===== src/rtl/sburst_pkg.sv =====
package sburst_pkg;

    localparam int CFG_W   = 4;
    localparam int RATIO_W = CFG_W + 1;

    typedef enum logic [1:0] {
        ST_IDLE  = 2'd0,
        ST_BURST = 2'd1,
        ST_TURN  = 2'd2
    } seq_state_e;

    // Timing of one burst, already decoded to cycle counts
    typedef struct packed {
        logic [RATIO_W-1:0] ratio;  // system cycles per memory clock
        logic [RATIO_W-1:0] lat;    // memory clocks before first word
        logic [RATIO_W-1:0] turn;   // system cycles of turnaround
    } timing_t;

    function automatic logic [RATIO_W-1:0] ratio_of(input logic [CFG_W-1:0] f);
        return (f == '0) ? RATIO_W'(2) : RATIO_W'(f) + RATIO_W'(1);
    endfunction

    function automatic logic [RATIO_W-1:0] lat_of(input logic [CFG_W-1:0] f);
        return RATIO_W'(f) + RATIO_W'(2);
    endfunction

    function automatic logic [RATIO_W-1:0] turn_of(input logic [CFG_W-1:0] f);
        return RATIO_W'(f) + RATIO_W'(1);
    endfunction

endpackage


===== src/rtl/sburst_clkgen.sv =====
module sburst_clkgen
    import sburst_pkg::*;
(
    input  logic               clk,
    input  logic               rst,
    input  logic               load,    // burst accepted on this edge
    input  logic               active,  // burst in progress
    input  logic               stop,    // park the clock at this edge
    input  logic [RATIO_W-1:0] ratio,
    output logic               mclk,
    output logic               tick,    // next edge is a memory clock rise
    output logic               mid      // next edge ends the first period
);

    logic [RATIO_W-1:0] cnt;
    logic [RATIO_W-1:0] cnt_nxt;
    logic [RATIO_W-1:0] hi_len;
    logic [RATIO_W-1:0] last_ph;

    assign hi_len  = ratio - (ratio >> 1);
    assign last_ph = ratio - RATIO_W'(1);
    assign cnt_nxt = (cnt == last_ph) ? '0 : cnt + RATIO_W'(1);
    assign tick    = active && (cnt == last_ph);
    assign mid     = active && (cnt == hi_len - RATIO_W'(1));

    always_ff @(posedge clk) begin
        if (rst) begin
            cnt  <= '0;
            mclk <= 1'b0;
        end else if (load) begin
            cnt  <= hi_len;     // start in the low phase
            mclk <= 1'b0;
        end else if (active && !stop) begin
            cnt  <= cnt_nxt;
            mclk <= (cnt_nxt < hi_len);
        end else begin
            mclk <= 1'b0;
        end
    end

    a_r1_phase_bound: assert property (@(posedge clk) disable iff (rst)
        active |-> (cnt < ratio));

    a_r1_rise_on_tick: assert property (@(posedge clk) disable iff (rst)
        (active && !stop && !load && !tick) |=> !$rose(mclk));

endmodule


===== src/rtl/sburst_seq.sv =====
module sburst_seq
    import sburst_pkg::*;
#(
    parameter int ADDR_W = 26,
    parameter int DATA_W = 16,
    parameter int LEN_W  = 8
) (
    input  logic              clk,
    input  logic              rst,
    input  logic              req_valid,
    input  logic [ADDR_W-1:0] req_addr,
    input  logic [LEN_W-1:0]  req_len,
    input  timing_t           tim_new,
    input  logic              tick,
    input  logic              mid,
    input  logic              mem_wait_n,
    input  logic [DATA_W-1:0] mem_dq,
    output logic              req_ready,
    output logic              accept,
    output logic              active,
    output logic              stop,
    output timing_t           tim,
    output logic [ADDR_W-1:0] addr_q,
    output logic              ce_n,
    output logic              oe_n,
    output logic              adv_n,
    output logic [DATA_W-1:0] rd_data,
    output logic              rd_valid,
    output logic              rd_last
);

    seq_state_e         state;
    logic [LEN_W-1:0]   left;
    logic [RATIO_W-1:0] lat_cnt;
    logic [RATIO_W-1:0] tcnt;
    logic               take;

    assign req_ready = (state == ST_IDLE);
    assign accept    = req_ready && req_valid;
    assign active    = (state == ST_BURST);
    assign take      = active && tick && (lat_cnt == '0) && mem_wait_n;
    assign stop      = take && (left == '0);

    always_ff @(posedge clk) begin
        if (rst) begin
            state    <= ST_IDLE;
            left     <= '0;
            lat_cnt  <= '0;
            tcnt     <= '0;
            tim      <= '0;
            addr_q   <= '0;
            ce_n     <= 1'b1;
            oe_n     <= 1'b1;
            adv_n    <= 1'b1;
            rd_data  <= '0;
            rd_valid <= 1'b0;
            rd_last  <= 1'b0;
        end else begin
            rd_valid <= take;
            rd_last  <= stop;
            if (take) rd_data <= mem_dq;
            unique case (state)
                ST_IDLE: begin
                    if (accept) begin
                        state   <= ST_BURST;
                        tim     <= tim_new;
                        addr_q  <= req_addr;
                        left    <= req_len;
                        lat_cnt <= tim_new.lat;
                        ce_n    <= 1'b0;
                        adv_n   <= 1'b0;
                    end
                end
                ST_BURST: begin
                    if (mid && !adv_n) begin
                        adv_n <= 1'b1;
                        oe_n  <= 1'b0;
                    end
                    if (tick && lat_cnt != '0) lat_cnt <= lat_cnt - RATIO_W'(1);
                    if (take) begin
                        left <= left - LEN_W'(1);
                        if (left == '0) begin
                            state <= ST_TURN;
                            tcnt  <= tim.turn - RATIO_W'(1);
                            ce_n  <= 1'b1;
                            oe_n  <= 1'b1;
                        end
                    end
                end
                ST_TURN: begin
                    if (tcnt == '0) state <= ST_IDLE;
                    else            tcnt  <= tcnt - RATIO_W'(1);
                end
                default: state <= ST_IDLE;
            endcase
        end
    end

    a_r4_latency_gate: assert property (@(posedge clk) disable iff (rst)
        (tick && lat_cnt != '0) |=> !rd_valid);

    a_r3_adv_inside_select: assert property (@(posedge clk) disable iff (rst)
        !adv_n |-> !ce_n);

    a_r8_turn_after_last: assert property (@(posedge clk) disable iff (rst)
        rd_last |-> (!req_ready && ce_n && rd_valid));

    a_r10_idle_deselected: assert property (@(posedge clk) disable iff (rst)
        req_ready |-> (ce_n && oe_n && adv_n));

endmodule


===== src/rtl/sburst_rd.sv =====
module sburst_rd
    import sburst_pkg::*;
#(
    parameter int ADDR_W = 26,
    parameter int DATA_W = 16,
    parameter int LEN_W  = 8
) (
    input  logic              clk,
    input  logic              rst,
    input  logic              req_valid,
    output logic              req_ready,
    input  logic [ADDR_W-1:0] req_addr,
    input  logic [LEN_W-1:0]  req_len,
    input  logic [CFG_W-1:0]  cfg_div,
    input  logic [CFG_W-1:0]  cfg_lat,
    input  logic [CFG_W-1:0]  cfg_turn,
    output logic              rd_valid,
    output logic [DATA_W-1:0] rd_data,
    output logic              rd_last,
    output logic              mem_clk,
    output logic [ADDR_W-1:0] mem_addr,
    output logic              mem_ce_n,
    output logic              mem_oe_n,
    output logic              mem_adv_n,
    input  logic              mem_wait_n,
    input  logic [DATA_W-1:0] mem_dq
);

    timing_t            tim_new;
    timing_t            tim;
    logic               accept;
    logic               active;
    logic               stop;
    logic               tick;
    logic               mid;
    logic [RATIO_W-1:0] ratio_use;

    assign tim_new.ratio = ratio_of(cfg_div);
    assign tim_new.lat   = lat_of(cfg_lat);
    assign tim_new.turn  = turn_of(cfg_turn);
    assign ratio_use     = accept ? tim_new.ratio : tim.ratio;

    sburst_clkgen u_clkgen (
        .clk    (clk),
        .rst    (rst),
        .load   (accept),
        .active (active),
        .stop   (stop),
        .ratio  (ratio_use),
        .mclk   (mem_clk),
        .tick   (tick),
        .mid    (mid)
    );

    sburst_seq #(
        .ADDR_W (ADDR_W),
        .DATA_W (DATA_W),
        .LEN_W  (LEN_W)
    ) u_seq (
        .clk        (clk),
        .rst        (rst),
        .req_valid  (req_valid),
        .req_addr   (req_addr),
        .req_len    (req_len),
        .tim_new    (tim_new),
        .tick       (tick),
        .mid        (mid),
        .mem_wait_n (mem_wait_n),
        .mem_dq     (mem_dq),
        .req_ready  (req_ready),
        .accept     (accept),
        .active     (active),
        .stop       (stop),
        .tim        (tim),
        .addr_q     (mem_addr),
        .ce_n       (mem_ce_n),
        .oe_n       (mem_oe_n),
        .adv_n      (mem_adv_n),
        .rd_data    (rd_data),
        .rd_valid   (rd_valid),
        .rd_last    (rd_last)
    );

    a_r7_clock_only_selected: assert property (@(posedge clk) disable iff (rst)
        $rose(mem_clk) |-> !mem_ce_n);

    a_r6_data_while_busy: assert property (@(posedge clk) disable iff (rst)
        rd_valid |-> !req_ready);

endmodule


===== config.mk =====
export PLATFORM = sky130hd
export DESIGN_NAME = sburst_rd
export DESIGN_NICKNAME = d
export VERILOG_FILES = /design/src/rtl/sburst_pkg.sv /design/src/rtl/sburst_clkgen.sv /design/src/rtl/sburst_seq.sv /design/src/rtl/sburst_rd.sv
export SDC_FILE = /design/constraint.sdc
export NUM_CORES = 1
export LEC_CHECK = 0
export BUFFER_PORTS_ARGS = -buffer_cell sky130_fd_sc_hd__buf_2
export CAP_MARGIN = 10
export CORE_MARGIN = 5
export CORE_UTILIZATION = 49
export CTS_BUF_LIST = sky130_fd_sc_hd__clkbuf_4 sky130_fd_sc_hd__clkbuf_8
export DETAILED_ROUTE_END_ITERATION = 10
export HOLD_SLACK_MARGIN = 0.03
export PLACE_DENSITY = 0.78
export SYNTH_ARGS = -nofsm -noshare
export SYNTH_HDL_FRONTEND = slang
export SYNTH_SLANG_ARGS = --single-unit

===== constraint.sdc =====
create_clock -name clk -period 3.9 [get_ports clk]
set_input_delay 0.39 -clock clk [delete_from_list [all_inputs] [get_ports clk]]
set_output_delay 0.39 -clock clk [all_outputs]
set_load 0.1 [all_outputs]

==> run summary, run 1 <==
outcome -> completed
share of post-route cells with drive strength above 1 -> 24.6%
antenna violations before repair -> 0
largest net degree at the start of global routing -> 54
height of the die -> 104 um
total stage count of the critical path -> 11
gate count of the mapped netlist -> 515
top post-synthesis cells by area -> sky130_fd_sc_hd__dfxtp_1 38%, sky130_fd_sc_hd__nand2_1 7.6%, sky130_fd_sc_hd__a21oi_1 6.4%
GR met3 Demand/Resource -> 4.84%
first-pass GRT wire length -> 18,900 um
CP Capture Point -> u_seq.left[2]$_SDFFE_PP0P_
setup TNS -> 0 ns
number of CTS-inserted buffers -> 9
Global Route met1 Usage -> 24.3%
post-layout minimum cycle time -> 3.59 ns
per-cell via count in the routed design -> 5.56
Warnings, synthesis -> 0
max-cap check violation count -> 0
PostCTS Resize Cnt -> 0
flip-flop cell with the highest count after synthesis -> sky130_fd_sc_hd__dfxtp_1
GR Layer Usage met2 -> 36.7%
number of diodes added for antenna fixing -> 0
number of hold buffers added after cts -> 0
final number of hold-violating endpoints -> 0
combined buffer and inverter count along the critical path -> 1
proportion of synthesized chip area in sequential cells -> 38.5%
launch instance of the worst register-to-register path -> u_seq.state[0]$_SDFFE_PP0P_
GRT overflow -> 0
library cell with the largest summed area after synthesis -> sky130_fd_sc_hd__dfxtp_1
first-iteration detailed-routing DRC count -> 195
Clock Path Buffers -> 2
Hold Crit Depth -> 2
Post CTS Setup Buffer Count -> 0
global placement routability congestion -> 0.866
critical path launch point -> u_seq.state[0]$_SDFFE_PP0P_
Avg Inst Size Synth -> 8.38 um^2
Placement Cell Area -> 5050 um^2
Fmax -> 279 MHz
worst r2r dst -> u_seq.left[2]$_SDFFE_PP0P_
required time of the critical path -> 4.14 ns
max incr delay on CP -> 0.61 ns
final setup violating endpoints -> 0
transition time at the pin with the least slew margin -> 0.922 ns
most frequent cells in the layout -> 114 x sky130_fd_sc_hd__buf_2, 87 x sky130_fd_sc_hd__nand2_1, 83 x sky130_fd_sc_hd__dfxtp_1, 55 x sky130_fd_sc_hd__a21oi_1, 42 x sky130_fd_sc_hd__nor2_1
number of enable-type register cells in the synthesized netlist -> 0
worst slew margin relative to its limit -> 38.4%
max-slew violation total from the final report -> 0
number of global-route vias before repair -> 4,082
kind of start point of the critical path -> register
post-synthesis to final-layout area growth -> 21.9%
data arrival time of the critical path -> 3.82 ns
Clk Latency, worst-skew pair -> 0.35 ns
Worst Path Class, Setup -> reg -> reg
Die Area -> 10,800 um^2
worst-case setup margin in the final layout -> 0.313 ns
detailed-route wire length per cell -> 15.0 um
dominant delay contributor by cell family on the critical path -> compound AO/OA/AOI/OAI gates
most common library cell in the layout ignoring fill and taps -> sky130_fd_sc_hd__buf_2
number of nets in the synthesized netlist -> 604
share of synthesized registers carrying an async set or reset -> 0%
Vias -> 4,123
die extent in x -> 104 um
Layout Cell Area excl Fill -> 5260 um^2
total design power -> 2350 uW
number of buffers inserted by port buffering -> 114
top-level I/O count -> 115
number of clock sinks seen by CTS -> 83
type of the worst min-delay path -> in -> reg
number of routed nets with antenna violations -> 0
portion of the clock cycle consumed by the worst path in the final layout -> 92.0%
combined global-route utilization of all metal layers -> 20.5%
initial core utilization -> 50.0%
worst clock skew -> 0.00725 ns
endpoint kind of the worst setup timing path -> register
Post-Synthesis Cell Area -> 4320 um^2
LEAKAGE -> 0.00235 uW
flop2flop setup slack -> 0.31 ns
Cell Rows -> 34
root buf cell -> sky130_fd_sc_hd__clkbuf_8
maximum fanout count along the critical path -> 12
Initial DRT Pass Iterations -> 7
gr busiest metal -> met2
number of storage elements in the synthesis netlist -> 83
setup repair after global routing missed its margin -> false
number of H-tree levels -> 3
clock transition at the registers of the reported paths -> 0.09 ns
DRC errors left -> 0
IR drop worst, VDD -> 0.000219 V
placed wire-length estimate -> 8150 um
power density over cell area -> 446 nW/um^2
fillers -> 770
Nets -> 718
Post-Place Setup Slack -> -0.0627 ns
TritonCTS clock tree -> done
area inside the core boundary -> 8640 um^2
distinct cell type count of the synthesized netlist -> 64
top cell type's share of synthesized area -> 38.5%
total length of routed wires -> 11,200 um
Critical Path, Cell by Cell -> or3b_1 -> a32oi_1 -> ha_1 -> xnor2_1 -> a21o_1 -> o211ai_1 -> or4_1 -> buf_4 -> o31ai_4 -> o21ai_1 -> a32o_1
slowest library cell on the worst path -> sky130_fd_sc_hd__or4_1
Worst R2R Path Depth -> 11
[registers in the layout (all words and copies together), names as in the netlist]
name            flops
u_seq.addr_q       26
u_seq.rd_data      16
u_seq.tim          10
u_seq.left          8
u_clkgen.cnt        5
u_seq.lat_cnt       5
u_seq.tcnt          5
u_seq.state         2
u_clkgen.mclk       1
u_seq.adv_n         1
u_seq.ce_n          1
u_seq.oe_n          1
u_seq.rd_last       1
u_seq.rd_valid      1
[metal layers]
metal	part of all wire, %	up-vias	wire (um)
met5	0	-	0
met4	1.6	0	174
met3	5.4	20	603
met2	50	126	5610
met1	43	1937	4760
li1	-	2040	-
[power breakdown]
| group | internal, uW | leakage [uW] | switching (uW) | total [uW] |
|---|---|---|---|---|
| Combinational | 272 | 0.00157 | 487 | 759 |
| Sequential | 895 | 0.000679 | 45.0 | 940 |
| Clock | 321 | 0.000108 | 329 | 650 |
| Total | 1490 | 0.00235 | 861 | 2350 |
[Yosys cell counts, drive strengths merged (4+ instances only)]
cell	number
a211oi	6
a21oi	55
a31oi	7
a32o	5
and3	8
buf	6
clkbuf	24
dfxtp	83
ha	22
inv	15
mux2i	21
nand2	87
nand3	13
nand4	4
nor2	43
nor2b	6
nor3	10
nor3b	4
o21ai	14
o31ai	4
or3	5
xnor2	11
xor2	9
[per-stage QoR]
stage / instances / util [%] / hold WS [ns]
6_report: 742 / 60.9 / 0.258
5_1_grt: 742 / 60.9 / 0.253
4_1_cts: 742 / 60.9 / 0.243
3_5_place_dp: 726 / 58.5 / 0.444
3_3_place_gp: 726 / 58.5 / 0.439
2_1_floorplan: 515 / - / 0.436
[logic make-up after synthesis]
group	count (synthesis)	synth area share [%]
buf+inv	45	4.49
xor+xnor	23	5.68
compound gates	120	17.8
fa+ha+maj	23	6.84
mux	21	4.87
flops	83	38.5
simple gates	200	21.9
[worst reg2reg max path: cells and delay by family (launching register included)]
| family | cells | cell delay (ns) |
|---|---|---|
| and+or+nand+nor | 2 | 1.10 |
| AOI/OAI and AO/OA | 6 | 1.34 |
| buffers and inverters | 1 | 0.20 |
| adders and majority gates | 1 | 0.24 |
| DFF | 1 | 0.41 |
| xor gates and xnor gates | 1 | 0.19 |
[final cells by class]
type	count	area [um^2]	share of cell area (%)
flip-flops and latches	83	1660	31.6
inverters	15	56.3	1.07
well taps	108	135	2.57
clock buffers	10	138	2.62
repair buffers	133	726	13.8
multi-input cells	387	2480	47.1
clock inverters	6	70.1	1.33
[worst min path at each step]
stage | from | end | slack, ns
final | cfg_turn[0] | u_seq.tim[0]$_SDFFE_PP0P_ | 0.26
after global routing | cfg_turn[0] | u_seq.tim[0]$_SDFFE_PP0P_ | 0.25
after CTS | cfg_turn[0] | u_seq.tim[0]$_SDFFE_PP0P_ | 0.24
after detailed placement | u_seq.addr_q[10]$_SDFFE_PP0P_ | u_seq.addr_q[10]$_SDFFE_PP0P_ | 0.44
after global placement | u_seq.addr_q[25]$_SDFFE_PP0P_ | u_seq.addr_q[25]$_SDFFE_PP0P_ | 0.44
after floorplan | u_seq.tim[1]$_SDFFE_PP0P_ | u_seq.tim[1]$_SDFFE_PP0P_ | 0.44
(Power assumes the default switching activity.)
==> run 2: changes to the inputs <==
--- a/config.mk
+++ b/config.mk
@@ -7,12 +7,13 @@
 export LEC_CHECK = 0
 export BUFFER_PORTS_ARGS = -buffer_cell sky130_fd_sc_hd__buf_2
 export CAP_MARGIN = 10
+export CORE_ASPECT_RATIO = 0.75
 export CORE_MARGIN = 5
 export CORE_UTILIZATION = 49
 export CTS_BUF_LIST = sky130_fd_sc_hd__clkbuf_4 sky130_fd_sc_hd__clkbuf_8
 export DETAILED_ROUTE_END_ITERATION = 10
 export HOLD_SLACK_MARGIN = 0.03
-export PLACE_DENSITY = 0.78
+export PLACE_DENSITY_LB_ADDON = 0.12
 export SYNTH_ARGS = -nofsm -noshare
 export SYNTH_HDL_FRONTEND = slang
 export SYNTH_SLANG_ARGS = --single-unit
==> run 2 against run 1 <==
Against the previous run:
- worst setup slack gained 0.051 ns
- non-clock buffer count is 2 higher
- clock skew increased by 0.0017 ns
- critical path depth up 1
- maximum frequency is 1.4% higher
- core utilization up 1.4 points
- hold slack lost 0.00098 ns
- critical endpoint is now u_seq.left[0]$_SDFFE_PP0P_
- combinational power about the same
- register-to-register slack better by 0.05 ns
- clock-buffer cell count increased by 1
- clock power rose by 6.9%
- largest power group unchanged
==> run summary, run 2 (synthesis results as in run 1) <==
DRC errors left -> 0
number of H-tree levels -> 3
number of CTS-inserted buffers -> 9
first-pass GRT wire length -> 18,200 um
post-synthesis to final-layout area growth -> 23.0%
detailed-route wire length per cell -> 14.8 um
Cell Rows -> 29
root buf cell -> sky130_fd_sc_hd__clkbuf_8
post-layout minimum cycle time -> 3.54 ns
LEAKAGE -> 0.00237 uW
largest net degree at the start of global routing -> 45
Layout Cell Area excl Fill -> 5310 um^2
Placement Cell Area -> 5080 um^2
max-cap check violation count -> 0
final setup violating endpoints -> 0
setup repair after global routing missed its margin -> false
first-iteration detailed-routing DRC count -> 272
type of the worst min-delay path -> in -> reg
Post CTS Setup Buffer Count -> 0
Initial DRT Pass Iterations -> 4
final number of hold-violating endpoints -> 0
top register by number of flip-flops -> u_seq.addr_q
IR drop worst, VDD -> 0.000309 V
number of routed nets with antenna violations -> 0
registers with the highest flip-flop counts -> u_seq.addr_q x26, u_seq.rd_data x16, u_seq.tim x10
setup TNS -> 0 ns
total design power -> 2400 uW
number of global-route vias before repair -> 3,756
transition time at the pin with the least slew margin -> 0.959 ns
clock transition at the registers of the reported paths -> 0.08 ns
Worst Path Class, Setup -> reg -> reg
most frequent cells in the layout -> 114 x sky130_fd_sc_hd__buf_2, 87 x sky130_fd_sc_hd__nand2_1, 83 x sky130_fd_sc_hd__dfxtp_1, 55 x sky130_fd_sc_hd__a21oi_1, 42 x sky130_fd_sc_hd__nor2_1
maximum fanout count along the critical path -> 13
global placement routability congestion -> 0.886
outcome -> completed
number of clock sinks seen by CTS -> 83
combined global-route utilization of all metal layers -> 20.0%
number of hold buffers added after cts -> 0
initial core utilization -> 50.6%
worst slew margin relative to its limit -> 35.9%
utilization after layout -> 62.3%
Vias -> 3,992
hold_ws -> 0.257 ns
antenna violations before repair -> 0
data arrival time of the critical path -> 3.80 ns
per-cell via count in the routed design -> 5.37
Clock Path Buffers -> 2
Fmax -> 283 MHz
required time of the critical path -> 4.16 ns
Nets -> 720
most common library cell in the layout ignoring fill and taps -> sky130_fd_sc_hd__buf_2
max-slew violation total from the final report -> 0
share of post-route cells with drive strength above 1 -> 24.8%
GRT overflow -> 0
placed wire-length estimate -> 8000 um
total length of routed wires -> 11,000 um
power density over cell area -> 451 nW/um^2
portion of the clock cycle consumed by the worst path in the final layout -> 90.7%
Die Area -> 10,800 um^2
kind of start point of the critical path -> register
height of the die -> 91.3 um
flip-flop count of the largest register after layout -> 26
area inside the core boundary -> 8530 um^2
top-level I/O count -> 115
flop2flop setup slack -> 0.36 ns
worst clock skew -> 0.00892 ns
TritonCTS clock tree -> done
die extent in x -> 118 um
number of buffers inserted by port buffering -> 114
Clk Latency, worst-skew pair -> 0.36 ns
number of diodes added for antenna fixing -> 0
PostCTS Resize Cnt -> 0
endpoint kind of the worst setup timing path -> register
run 2: changes by cell type in the layout (fill, tap and decap cells not counted), sizes merged:
cell / delta
clkinv: -2
clkinvlp: +2
bufinv: +1
clkbuf: +1
buf: +2
inv: -2
run 2: layer usage:
metal	track usage, %	part of all wire [%]	up-vias
met4	3.78	0.71	0
met5	0	0	-
met2	30.9	45	118
met1	27.8	47	1827
li1	-	-	2039
met3	6.34	7.7	8
run 2: where the power goes:
part	switching, uW	internal (uW)
combinational	483	278
clock	308	387
sequential	45.0	895
run 2: worst max-delay path: stages, from the launching register on:
cell                       delay [ns]
sky130_fd_sc_hd__dfxtp_1         0.40
sky130_fd_sc_hd__or3b_1          0.49
sky130_fd_sc_hd__a32oi_1         0.27
sky130_fd_sc_hd__ha_1            0.24
sky130_fd_sc_hd__xnor2_1         0.17
sky130_fd_sc_hd__a21o_1          0.12
sky130_fd_sc_hd__o211ai_1        0.11
sky130_fd_sc_hd__or4_1           0.60
sky130_fd_sc_hd__buf_4           0.20
sky130_fd_sc_hd__o31ai_4         0.28
sky130_fd_sc_hd__buf_12          0.17
sky130_fd_sc_hd__o21ai_1         0.06
sky130_fd_sc_hd__a221oi_1        0.33
run 2: worst paths after layout:
path | from | endpoint | depth (start not counted)
min | mem_dq[2] | u_seq.rd_data[2]$_SDFFE_PP0P_ | 3
max | u_seq.state[0]$_SDFFE_PP0P_ | u_seq.left[0]$_SDFFE_PP0P_ | 12
min reg2reg | u_seq.addr_q[0]$_SDFFE_PP0P_ | u_seq.addr_q[0]$_SDFFE_PP0P_ | 2
max reg2reg | u_seq.state[0]$_SDFFE_PP0P_ | u_seq.left[0]$_SDFFE_PP0P_ | 12
run 2: metrics by stage:
step	std cells	setup slack, ns
5_1_grt	744	0.140
6_report	744	0.363
3_5_place_dp	728	0.0520
3_3_place_gp	728	0.164
2_1_floorplan	515	0.140
4_1_cts	744	0.377
run 2: layout make-up:
class | instances | area (um^2)
Inverter | 15 | 56.3
Sequential cell | 83 | 1660
Clock inverter | 5 | 83.8
Timing Repair Buffer | 135 | 753
Clock buffer | 11 | 145
Fill cell | 750 | 3220
Tap cell | 108 | 135
Multi-Input combinational cell | 387 | 2480
==> run 3: changes to the inputs <==
--- a/config.mk
+++ b/config.mk
@@ -9,7 +9,7 @@
 export CAP_MARGIN = 10
 export CORE_ASPECT_RATIO = 0.75
 export CORE_MARGIN = 5
-export CORE_UTILIZATION = 49
+export CORE_UTILIZATION = 59
 export CTS_BUF_LIST = sky130_fd_sc_hd__clkbuf_4 sky130_fd_sc_hd__clkbuf_8
 export DETAILED_ROUTE_END_ITERATION = 10
 export HOLD_SLACK_MARGIN = 0.03
==> constraint.sdc (replaced) <==
create_clock -name clk -period 4.5 [get_ports clk]
set_input_delay 0.45 -clock clk [delete_from_list [all_inputs] [get_ports clk]]
set_output_delay 0.45 -clock clk [all_outputs]
set_load 0.1 [all_outputs]
==> run 3 against run 2 <==
Against the previous run:
- worst setup slack improved by 0.19 ns
- global-route usage rose by 3.7 points
- sequential share of layout area rose by 0.87 points
- clock-buffer cell count did not move
- first-iteration DRC count rose by 21%
- hold slack improved by 0.063 ns
- clock skew fell by 0.0029 ns
- die area fell by 15%
- critical path depth fell by 1
- maximum frequency fell by 10%
- routed wire length fell by 3.3%
- flip-flop and latch count did not move
- critical path type unchanged
- critical endpoint unchanged
- largest cell class unchanged
==> run summary, run 3 (synthesis results as in run 1) <==
utilization after layout -> 71.5%
total length of routed wires -> 10,600 um
combined global-route utilization of all metal layers -> 23.7%
DRC errors left -> 0
max-cap check violation count -> 0
flip-flop count of the largest register after layout -> 26
height of the die -> 84.1 um
number of routed nets with antenna violations -> 0
number of buffers inserted by port buffering -> 114
number of hold buffers added after cts -> 0
max-slew violation total from the final report -> 0
area inside the core boundary -> 7230 um^2
Cell Rows -> 27
Critical Path, Cell by Cell -> nor3b_4 -> nand2_1 -> o22ai_1 -> ha_1 -> xnor2_1 -> a21o_1 -> o211ai_1 -> or4_1 -> o31ai_4 -> o21ai_1 -> a221oi_1
LEAKAGE -> 0.00229 uW
setup repair after global routing missed its margin -> false
Clk Latency, worst-skew pair -> 0.35 ns
maximum fanout count along the critical path -> 13
final number of hold-violating endpoints -> 0
first-pass GRT wire length -> 17,900 um
hold_ws -> 0.321 ns
launch instance of the worst register-to-register path -> u_seq.state[0]$_SDFFE_PP0P_
detailed-route wire length per cell -> 14.7 um
share of post-route cells with drive strength above 1 -> 23.5%
registers with the highest flip-flop counts -> u_seq.addr_q x26, u_seq.rd_data x16, u_seq.tim x10
placed wire-length estimate -> 7610 um
portion of the clock cycle consumed by the worst path in the final layout -> 87.8%
per-cell via count in the routed design -> 5.63
GRT overflow -> 0
combined buffer and inverter count along the critical path -> 0
Post CTS Setup Buffer Count -> 0
footprint of the flip-flops and latches -> 1660 um^2
power density over cell area -> 387 nW/um^2
post-layout minimum cycle time -> 3.95 ns
endpoint kind of the worst setup timing path -> register
kind of start point of the critical path -> register
global placement routability congestion -> 0.952
largest net degree at the start of global routing -> 45
number of H-tree levels -> 3
first-iteration detailed-routing DRC count -> 330
number of global-route vias before repair -> 3,852
required time of the critical path -> 4.76 ns
top register by number of flip-flops -> u_seq.addr_q
die extent in x -> 109 um
post-synthesis to final-layout area growth -> 19.7%
most frequent cells in the layout -> 114 x sky130_fd_sc_hd__buf_2, 87 x sky130_fd_sc_hd__nand2_1, 83 x sky130_fd_sc_hd__dfxtp_1, 55 x sky130_fd_sc_hd__a21oi_1, 42 x sky130_fd_sc_hd__nor2_1
most common library cell in the layout ignoring fill and taps -> sky130_fd_sc_hd__buf_2
root buf cell -> sky130_fd_sc_hd__clkbuf_8
PostCTS Resize Cnt -> 0
number of diodes added for antenna fixing -> 0
Worst Hold Launch -> cfg_turn[0]
initial core utilization -> 59.7%
Hold Crit Depth -> 2
type of the worst min-delay path -> in -> reg
worst r2r dst -> u_seq.left[0]$_SDFFE_PP0P_
flop2flop setup slack -> 0.55 ns
number of clock sinks seen by CTS -> 83
slowest library cell on the worst path -> sky130_fd_sc_hd__or4_1
final setup violating endpoints -> 0
antenna violations before repair -> 0
top-level I/O count -> 115
destination of the worst hold path -> u_seq.tim[0]$_SDFFE_PP0P_
TritonCTS clock tree -> done
outcome -> completed
worst slew margin relative to its limit -> 49.8%
filler-free cell count of the finished design -> 726
transition time at the pin with the least slew margin -> 0.753 ns
placed instance count -> 710
Initial DRT Pass Iterations -> 5
Vias -> 4,089
clock transition at the registers of the reported paths -> 0.08 ns
setup TNS -> 0 ns
Clock Path Buffers -> 2
worst clock skew -> 0.00605 ns
Die Area -> 9150 um^2
area taken by multi-input logic gates -> 2470 um^2
number of CTS-inserted buffers -> 9
Worst Path Class, Setup -> reg -> reg
IR drop worst, VDD -> 0.000192 V
Worst R2R Path Depth -> 11
dominant delay contributor by cell family on the critical path -> compound AO/OA/AOI/OAI gates
Nets -> 709
fillers -> 610
max incr delay on CP -> 0.75 ns
data arrival time of the critical path -> 4.21 ns
Fmax -> 253 MHz
==> run 3: cell types whose count changed in the layout (fill, tap and decap cells not counted), sizes merged <==
cell,delta
buf,-11
bufinv,-1
clkinvlp,+1
==> run 3: power by group <==
group / internal [uW] / total [uW] / leakage, uW / switching [uW]
Combinational: 218 / 633 / 0.00152 / 415
Clock: 280 / 555 / 0.0000956 / 276
Sequential: 775 / 814 / 0.000679 / 38.6
Total: 1270 / 2000 / 0.00229 / 729
==> run 3: routing by layer <==
layer	wire [um]	global-route usage (%)	up-vias
met4	153	6.77	0
met2	4830	36.6	151
li1	-	-	2021
met5	0	0	-
met1	4880	32.4	1901
met3	787	6.11	16
==> run 3: worst max-delay path by stage <==
stage | startpoint | to | slack [ns] | depth (start not counted)
2_1_floorplan | u_seq.state[0]$_SDFFE_PP0P_ | u_clkgen.mclk$_SDFF_PP0_ | 0.53 | 13
3_3_place_gp | cfg_div[0] | u_seq.left[3]$_SDFFE_PP0P_ | 0.46 | 14
3_5_place_dp | cfg_div[0] | u_seq.left[3]$_SDFFE_PP0P_ | 0.32 | 14
4_1_cts | u_seq.state[0]$_SDFFE_PP0P_ | u_clkgen.mclk$_SDFF_PP0_ | 0.58 | 13
5_1_grt | u_seq.state[0]$_SDFFE_PP0P_ | u_seq.left[0]$_SDFFE_PP0P_ | 0.15 | 11
6_report | u_seq.state[0]$_SDFFE_PP0P_ | u_seq.left[0]$_SDFFE_PP0P_ | 0.55 | 11
==> run 3: final cells by class <==
class	instances	share of cell area [%]
inverters	15	1.09
clock buffers	11	2.81
clock inverters	5	1.19
repair buffers	124	12.5
flip-flops and latches	83	32.2
multi-input cells	387	47.8
well taps	101	2.45
==> run 3: through the flow <==
stage,power [uW],instance area [um^2],setup slack (ns)
floorplan,1310,4320,0.535
global placement,1440,4960,0.463
detailed placement,1450,4960,0.323
CTS,2010,5170,0.584
global route,2110,5170,0.154
finish,2000,5170,0.550
